[src/rtl/pldCellPkg.sv]
package pldCellPkg;
  localparam int TERM_CNT      = 17;
  localparam int CTL_CNT       = 5;
  localparam int SUM_CNT       = 3;
  localparam int TERMS_PER_SUM = 4;
  localparam int FLOP_CNT      = 2;
  localparam int FB_W          = 6;

  // control-term positions; order is fixed by the cell's wiring
  localparam int T_CLR1 = 0;
  localparam int T_CK1  = 1;
  localparam int T_CK2  = 2;
  localparam int T_CLR2 = 3;
  localparam int T_OE   = 4;

  // sum indices
  localparam int S_LO  = 0;
  localparam int S_MID = 1;
  localparam int S_HI  = 2;

  typedef enum logic [2:0] {
    MODE_REG8   = 3'b000,
    MODE_REG12  = 3'b010,
    MODE_COMB8  = 3'b100,
    MODE_COMB4  = 3'b101,
    MODE_COMB12 = 3'b110
  } cellMode_e;

  typedef struct packed {
    logic [FLOP_CNT-1:0] clr;
    logic [FLOP_CNT-1:0] load;
    logic                selReg;
    logic                d1Lo;
    logic                d1Hi;
    logic                outLo;
    logic                outMid;
    logic                outHi;
    logic                activeHigh;
  } cellStrobes_t;
endpackage

[src/rtl/pldAndArray.sv]
module pldAndArray #(
  parameter int BUS_W    = 8,
  parameter int TERM_CNT = 17
) (
  input  logic [BUS_W-1:0]            busIn,
  input  logic [TERM_CNT*2*BUS_W-1:0] andMask,
  output logic [TERM_CNT-1:0]         prodTerms
);
  localparam int LIT_W = 2 * BUS_W;

  logic [LIT_W-1:0] literals;
  assign literals = {~busIn, busIn};

  for (genvar t = 0; t < TERM_CNT; t++) begin : g_term
    logic [LIT_W-1:0] sel;
    assign sel          = andMask[t*LIT_W +: LIT_W];
    assign prodTerms[t] = &(literals | ~sel);
  end
endmodule

[src/rtl/pldCellCtrl.sv]
module pldCellCtrl
  import pldCellPkg::*;
(
  input  logic               clk,
  input  logic               rstN,
  input  logic [3:0]         cfg,
  input  logic [T_CLR2:0]    ctlTerms,
  output cellStrobes_t       strobes
);
  logic ck1Prev, ck2Prev;

  always_ff @(posedge clk or negedge rstN) begin
    if (!rstN) begin
      ck1Prev <= 1'b0;
      ck2Prev <= 1'b0;
    end else begin
      ck1Prev <= ctlTerms[T_CK1];
      ck2Prev <= ctlTerms[T_CK2];
    end
  end

  always_comb begin
    strobes            = '0;
    strobes.clr[0]     = ctlTerms[T_CLR1];
    strobes.clr[1]     = ctlTerms[T_CLR2];
    strobes.load[0]    = ctlTerms[T_CK1] & ~ck1Prev;
    strobes.load[1]    = ctlTerms[T_CK2] & ~ck2Prev;
    strobes.activeHigh = cfg[3];
    case (cellMode_e'(cfg[2:0]))
      MODE_REG12: begin
        strobes.selReg = 1'b1;
        strobes.d1Lo   = 1'b1;
        strobes.d1Hi   = 1'b1;
      end
      MODE_COMB8: begin
        strobes.outMid = 1'b1;
        strobes.outHi  = 1'b1;
      end
      MODE_COMB4: begin
        strobes.outHi  = 1'b1;
      end
      MODE_COMB12: begin
        strobes.outLo  = 1'b1;
        strobes.outMid = 1'b1;
        strobes.outHi  = 1'b1;
      end
      default: begin
        strobes.selReg = 1'b1;
        strobes.d1Hi   = 1'b1;
      end
    endcase
  end
endmodule

[src/rtl/pldCellDatapath.sv]
module pldCellDatapath
  import pldCellPkg::*;
(
  input  logic                              clk,
  input  logic                              rstN,
  input  cellStrobes_t                      strobes,
  input  logic [SUM_CNT*TERMS_PER_SUM-1:0]  sumTerms,
  input  logic                              oeTerm,
  input  logic                              presetIn,
  input  logic                              pinIn,
  output logic                              pinOut,
  output logic                              pinOe,
  output logic [FB_W-1:0]                   fb
);
  logic [SUM_CNT-1:0]  sums;
  logic [FLOP_CNT-1:0] dIn, qReg, qVis;
  logic                rawOut, pinLevel;

  for (genvar g = 0; g < SUM_CNT; g++) begin : g_sum
    assign sums[g] = |sumTerms[g*TERMS_PER_SUM +: TERMS_PER_SUM];
  end

  assign dIn[0] = sums[S_MID] | (strobes.d1Hi & sums[S_HI]) | (strobes.d1Lo & sums[S_LO]);
  assign dIn[1] = sums[S_LO];

  always_ff @(posedge clk or negedge rstN) begin
    if (!rstN) begin
      qReg <= '0;
    end else begin
      for (int k = 0; k < FLOP_CNT; k++) begin
        if (strobes.clr[k])       qReg[k] <= 1'b0;
        else if (strobes.load[k]) qReg[k] <= presetIn | dIn[k];
      end
    end
  end

  assign qVis = qReg & ~strobes.clr;

  always_comb begin
    if (strobes.selReg) rawOut = qVis[0];
    else rawOut = (strobes.outLo & sums[S_LO]) | (strobes.outMid & sums[S_MID]) |
                  (strobes.outHi & sums[S_HI]);
  end

  assign pinOut   = strobes.activeHigh ? rawOut : ~rawOut;
  assign pinOe    = oeTerm;
  assign pinLevel = oeTerm ? pinOut : pinIn;
  assign fb       = {qVis[1], ~qVis[1], qVis[0], ~qVis[0], pinLevel, ~pinLevel};
endmodule

[src/rtl/pldLogicCell.sv]
module pldLogicCell
  import pldCellPkg::*;
#(
  parameter int BUS_W = 8
) (
  input  logic                        clk,
  input  logic                        rstN,
  input  logic [BUS_W-1:0]            busIn,
  input  logic [TERM_CNT*2*BUS_W-1:0] andMask,
  input  logic [3:0]                  cfg,
  input  logic                        presetIn,
  input  logic                        pinIn,
  output logic                        pinOut,
  output logic                        pinOe,
  output logic [FB_W-1:0]             fb
);
  logic [TERM_CNT-1:0] prodTerms;
  cellStrobes_t        strobes;

  pldAndArray #(.BUS_W(BUS_W), .TERM_CNT(TERM_CNT)) u_and (
    .busIn(busIn), .andMask(andMask), .prodTerms(prodTerms)
  );

  pldCellCtrl u_ctrl (
    .clk(clk), .rstN(rstN), .cfg(cfg),
    .ctlTerms(prodTerms[T_CLR2:0]), .strobes(strobes)
  );

  pldCellDatapath u_dp (
    .clk(clk), .rstN(rstN), .strobes(strobes),
    .sumTerms(prodTerms[TERM_CNT-1:CTL_CNT]), .oeTerm(prodTerms[T_OE]),
    .presetIn(presetIn), .pinIn(pinIn),
    .pinOut(pinOut), .pinOe(pinOe), .fb(fb)
  );
endmodule

[config.mk]
export PLATFORM = sky130hd
export DESIGN_NAME = pldLogicCell
export DESIGN_NICKNAME = d
export VERILOG_FILES = /design/src/rtl/pldCellPkg.sv /design/src/rtl/pldAndArray.sv /design/src/rtl/pldCellCtrl.sv /design/src/rtl/pldCellDatapath.sv /design/src/rtl/pldLogicCell.sv
export SDC_FILE = /design/constraint.sdc
export NUM_CORES = 1
export LEC_CHECK = 0
export CAP_MARGIN = 40
export CORE_AREA = 2 2 116 118
export DETAILED_ROUTE_END_ITERATION = 12
export DIE_AREA = 0 0 118 120
export GPL_TIMING_DRIVEN = 1
export PLACE_DENSITY_LB_ADDON = 0.2
export SETUP_SLACK_MARGIN = 0.15
export SLEW_MARGIN = 40
export SYNTH_ARGS = -nofsm -noshare
export SYNTH_HDL_FRONTEND = slang
export SYNTH_SLANG_ARGS = --single-unit
[constraint.sdc]
create_clock -name clk -period 2.9 [get_ports clk]
set_clock_uncertainty 0.15 [all_clocks]
set_input_delay 0.435 -clock clk [delete_from_list [all_inputs] [get_ports clk]]
set_output_delay 0.435 -clock clk [all_outputs]
set_load 0.02 [all_outputs]
==> flow_metrics.env <==
export IMPL_status="finished, violations left"
export IMPL_violations="negative setup slack"
export IMPL_nFillCells=1308
export IMPL_wl_per_cell_um=20.84
export IMPL_seq_area_um2=100.1
export IMPL_power_total_mw=1.250
export IMPL_crit_path_start_kind="input port"
export IMPL_powerDensity_nw_per_um2=201.2
export IMPL_synthTopCellsByArea="a22o_1 (13%), mux2i_1 (11%), a221oi_1 (9.2%), a22oi_1 (8.6%), buf_6 (5.9%)"
export IMPL_die_w_um=118
export IMPL_htreeDepth=1
export IMPL_grt_overflow_total=0
export IMPL_root_buffer="clkbuf_16"
export IMPL_rows=42
export IMPL_swShare_pct=31.67
export IMPL_ir_drop_uv=143.8
export IMPL_clkPwrFrac_pct=17.3
export IMPL_syn_to_final_growth_pct=196.3
export IMPL_synth_fp_nets=549
export IMPL_grt_pass1_vias=4433
export IMPL_synth_most_common_cell="a22o_1"
export IMPL_final_antenna_net_count=0
export IMPL_cpMaxStageDelayCell="nor4_4"
export IMPL_via_count=3860
export IMPL_path_class="in2out"
export IMPL_seq_power_share_pct=5.7
export IMPL_clock_fmax_mhz=324.0
export IMPL_placed_area_um2=5652
export IMPL_r2r_start="u_ctrl.ck1Prev"
export IMPL_drv_cap=0
export IMPL_final_cell_area_um2=6213
export IMPL_avgSynthCellArea_um2=8.035
export IMPL_crit_required_ns=2.32
export IMPL_grt_first_pass_wirelength_um=24540
export IMPL_synth_edf_count=0
export IMPL_wl_um=16800
export IMPL_cts_buffers=3
export IMPL_initial_core_util_pct=16.16
export IMPL_synth_seq_area_share_pct=4.773
export IMPL_nets=920
export IMPL_max_slew_margin_pct=66.71
export IMPL_clk_latency_ns=0.23
export IMPL_synth_seq_cells=4
export IMPL_die_area_um2=14160
export IMPL_grt_use_total_pct=22.66
export IMPL_cts_hold_buffers=0
export IMPL_die_h_um=120
export IMPL_portBuffers=295
export IMPL_drt_iter0_drc=95
export IMPL_cts_sinks=4
export IMPL_ys_flop_type="dfrtp_1"
export IMPL_power_leakage_nw=2.637
export IMPL_min_period_over_period_pct=106.4
export IMPL_drive_above_1_share_pct=26.19
export IMPL_report_final_slew_viol_count=0
export IMPL_path_clk_slew_ns=0.03
export IMPL_dp_cells=778
export IMPL_timing_hold_violations_final=0
export IMPL_rsz0062_at_grt="yes"
export IMPL_antenna_cells=0
export IMPL_crit_path_end_kind="output pin"
export IMPL_hp_class="in2async"
export IMPL_routabilityCongestion=0.9658
export IMPL_p_sw_mw=0.3960
export IMPL_combPwrFrac_pct=77.0
export IMPL_critPathMaxFanout=3
export IMPL_yosys_top_cells_count="a22o_1 (31), a22oi_1 (24), mux2i_1 (23)"
export IMPL_place_ws_ns=-1.154
export IMPL_r2r_end="u_dp.qReg[0]"
export IMPL_cp_arrival_ns=2.50
export IMPL_cts_tree="built"
export IMPL_synth_area_leader_cell="a22o_1"
export IMPL_dpl_hpwl_um=14740
export IMPL_syn_instance_count=261
export IMPL_final_cell_count_no_fill=806
export IMPL_core_area_um2=12980
export IMPL_cts_path_max_buffers=2
export IMPL_max_stage_delay_ns=0.38
export IMPL_post_route_drc_count=0
export IMPL_syn_area_um2=2097
export IMPL_routed_via_density=4.789
export IMPL_yosys_warnings=0
export IMPL_worstMarginPinSlew_ns=0.4971
export IMPL_multi_input_area_um2=1971
export IMPL_post_route_min_period_ns=3.086
export IMPL_reg2regPathDepth=3
export IMPL_synth_top_area_share_pct=12.95
export IMPL_io_pins=296
export IMPL_layout_setup_ws_ns=-0.1860
export IMPL_cell_internal_pwr_mw=0.8542
export IMPL_worstPathCellList="buf_6 -> buf_6 -> a22o_1 -> a221o_1 -> nor4_4 -> o41ai_2 -> buf_4 -> nand4_1 -> buf_4 -> o2111ai_2 -> o211ai_1 -> buf_4"
export IMPL_setup_viol=3
export IMPL_antenna_found_initial=0
export IMPL_ys_async_sr_fraction_pct=100.0
export IMPL_path_common_cell="buf_4"
export IMPL_yosysUniqueCellTypes=50
export IMPL_grt_start_max_net_pins=10
export IMPL_r2r_setup_slack_ns=1.61
export IMPL_dr_pass1_iters=4
==> layout make-up <==
cell class / count / area share (%)
Multi-Input combinational cell: 216 / 31.72
Timing Repair Buffer: 388 / 60.71
Inverter: 19 / 1.208
Tap cell: 176 / 3.544
Sequential cell: 4 / 1.611
Clock buffer: 3 / 1.208
==> sequential cells by signal, indices dropped and copies added, names as in the netlist <==
signal	flops
u_ctrl.ck2Prev	1
u_dp.qReg	2
u_ctrl.ck1Prev	1
==> timing repair <==
| item | in CTS | in global routing |
|---|---|---|
| gates resized for setup | 172 | 21 |
| setup buffers | 24 | 1 |
| pin swaps | 39 | 10 |
| endpoints found under the hold margin | 0 | 0 |
| setup endpoints to repair | 9 | 8 |
==> power by group through the flow <==
stage	clock network (mW)	logic, mW	registers (mW)
2_1_floorplan	0	0.292	0.0702
3_3_place_gp	0	0.885	0.0711
3_5_place_dp	0	0.886	0.0711
4_1_cts	0.218	0.939	0.0707
5_1_grt	0.219	1.02	0.0727
6_report	0.216	0.963	0.0714
==> how the worst max path moves through the flow <==
| stage | from | end | slack (ns) | depth (start not counted) |
|---|---|---|---|---|
| floorplan | busIn[3] | pinOut | 0.25 | 8 |
| global placement | busIn[4] | fb[0] | -1.11 | 10 |
| detailed placement | busIn[0] | pinOut | -1.15 | 11 |
| CTS | busIn[2] | fb[1] | -0.21 | 13 |
| global route | andMask[192] | fb[0] | -0.35 | 11 |
| finish | busIn[0] | fb[1] | -0.19 | 12 |
==> worst max-delay path, delay by kind of cell <==
family                 cells  cell delay [ns]
buffers and inverters      5             0.66
AND/OR/NAND/NOR            2             0.53
AO/OA/AOI/OAI              5             0.89
==> cell families (layout without fill, tap and decap cells) <==
group	count (synthesis)	count (layout)	share of synthesized area (%)
XOR/XNOR	1	1	0.4177
AND/OR/NAND/NOR	69	69	18.38
buffers and inverters	41	410	13.13
multiplexers	31	31	15.27
flip-flops	4	4	4.773
AO/OA/AOI/OAI	115	115	48.03
==> per-stage QoR <==
step	hold slack, ns	TNS, ns	utilization, %
3_5_place_dp	0.4017	-7.340	43.54
5_1_grt	0.2778	-0.9218	47.87
4_1_cts	0.2632	-0.5597	47.06
2_1_floorplan	-0.01059	0	-
6_report	0.2618	-0.5385	47.87
3_3_place_gp	0.4102	-7.075	43.54
==> routing by layer <==
layer / GRT usage (%) / part of all wire [%] / up-vias
met1: 24.43 / 38 / 1809
met4: 6.175 / 2.3 / 0
met3: 4.895 / 6.7 / 27
met2: 44.19 / 53 / 192
met5: 0 / 0 / -
li1: - / - / 1832
==> cell usage in the layout (no fill, tap or decap), types with 2 or more instances in the layout <==
master	n
nand3_1	6
a31oi_4	2
inv_1	9
o21ai_1	2
a221o_1	11
dlygate4sd2_1	45
o2111ai_2	3
buf_12	9
a221oi_2	7
nand2_1	18
nand4_1	4
nand2b_1	10
mux2_2	6
buf_2	4
nand2_2	3
mux2i_1	23
nor4_4	5
a22o_1	30
a22oi_1	22
dfrtp_1	4
buf_4	67
nor2b_1	7
clkdlybuf4s50_1	233
a22oi_2	3
buf_6	27
and3_1	6
inv_2	8
mux2_4	2
o2111ai_4	2
clkbuf_16	3
a2111oi_2	2
a221oi_1	16
(Power assumes the default switching activity.)
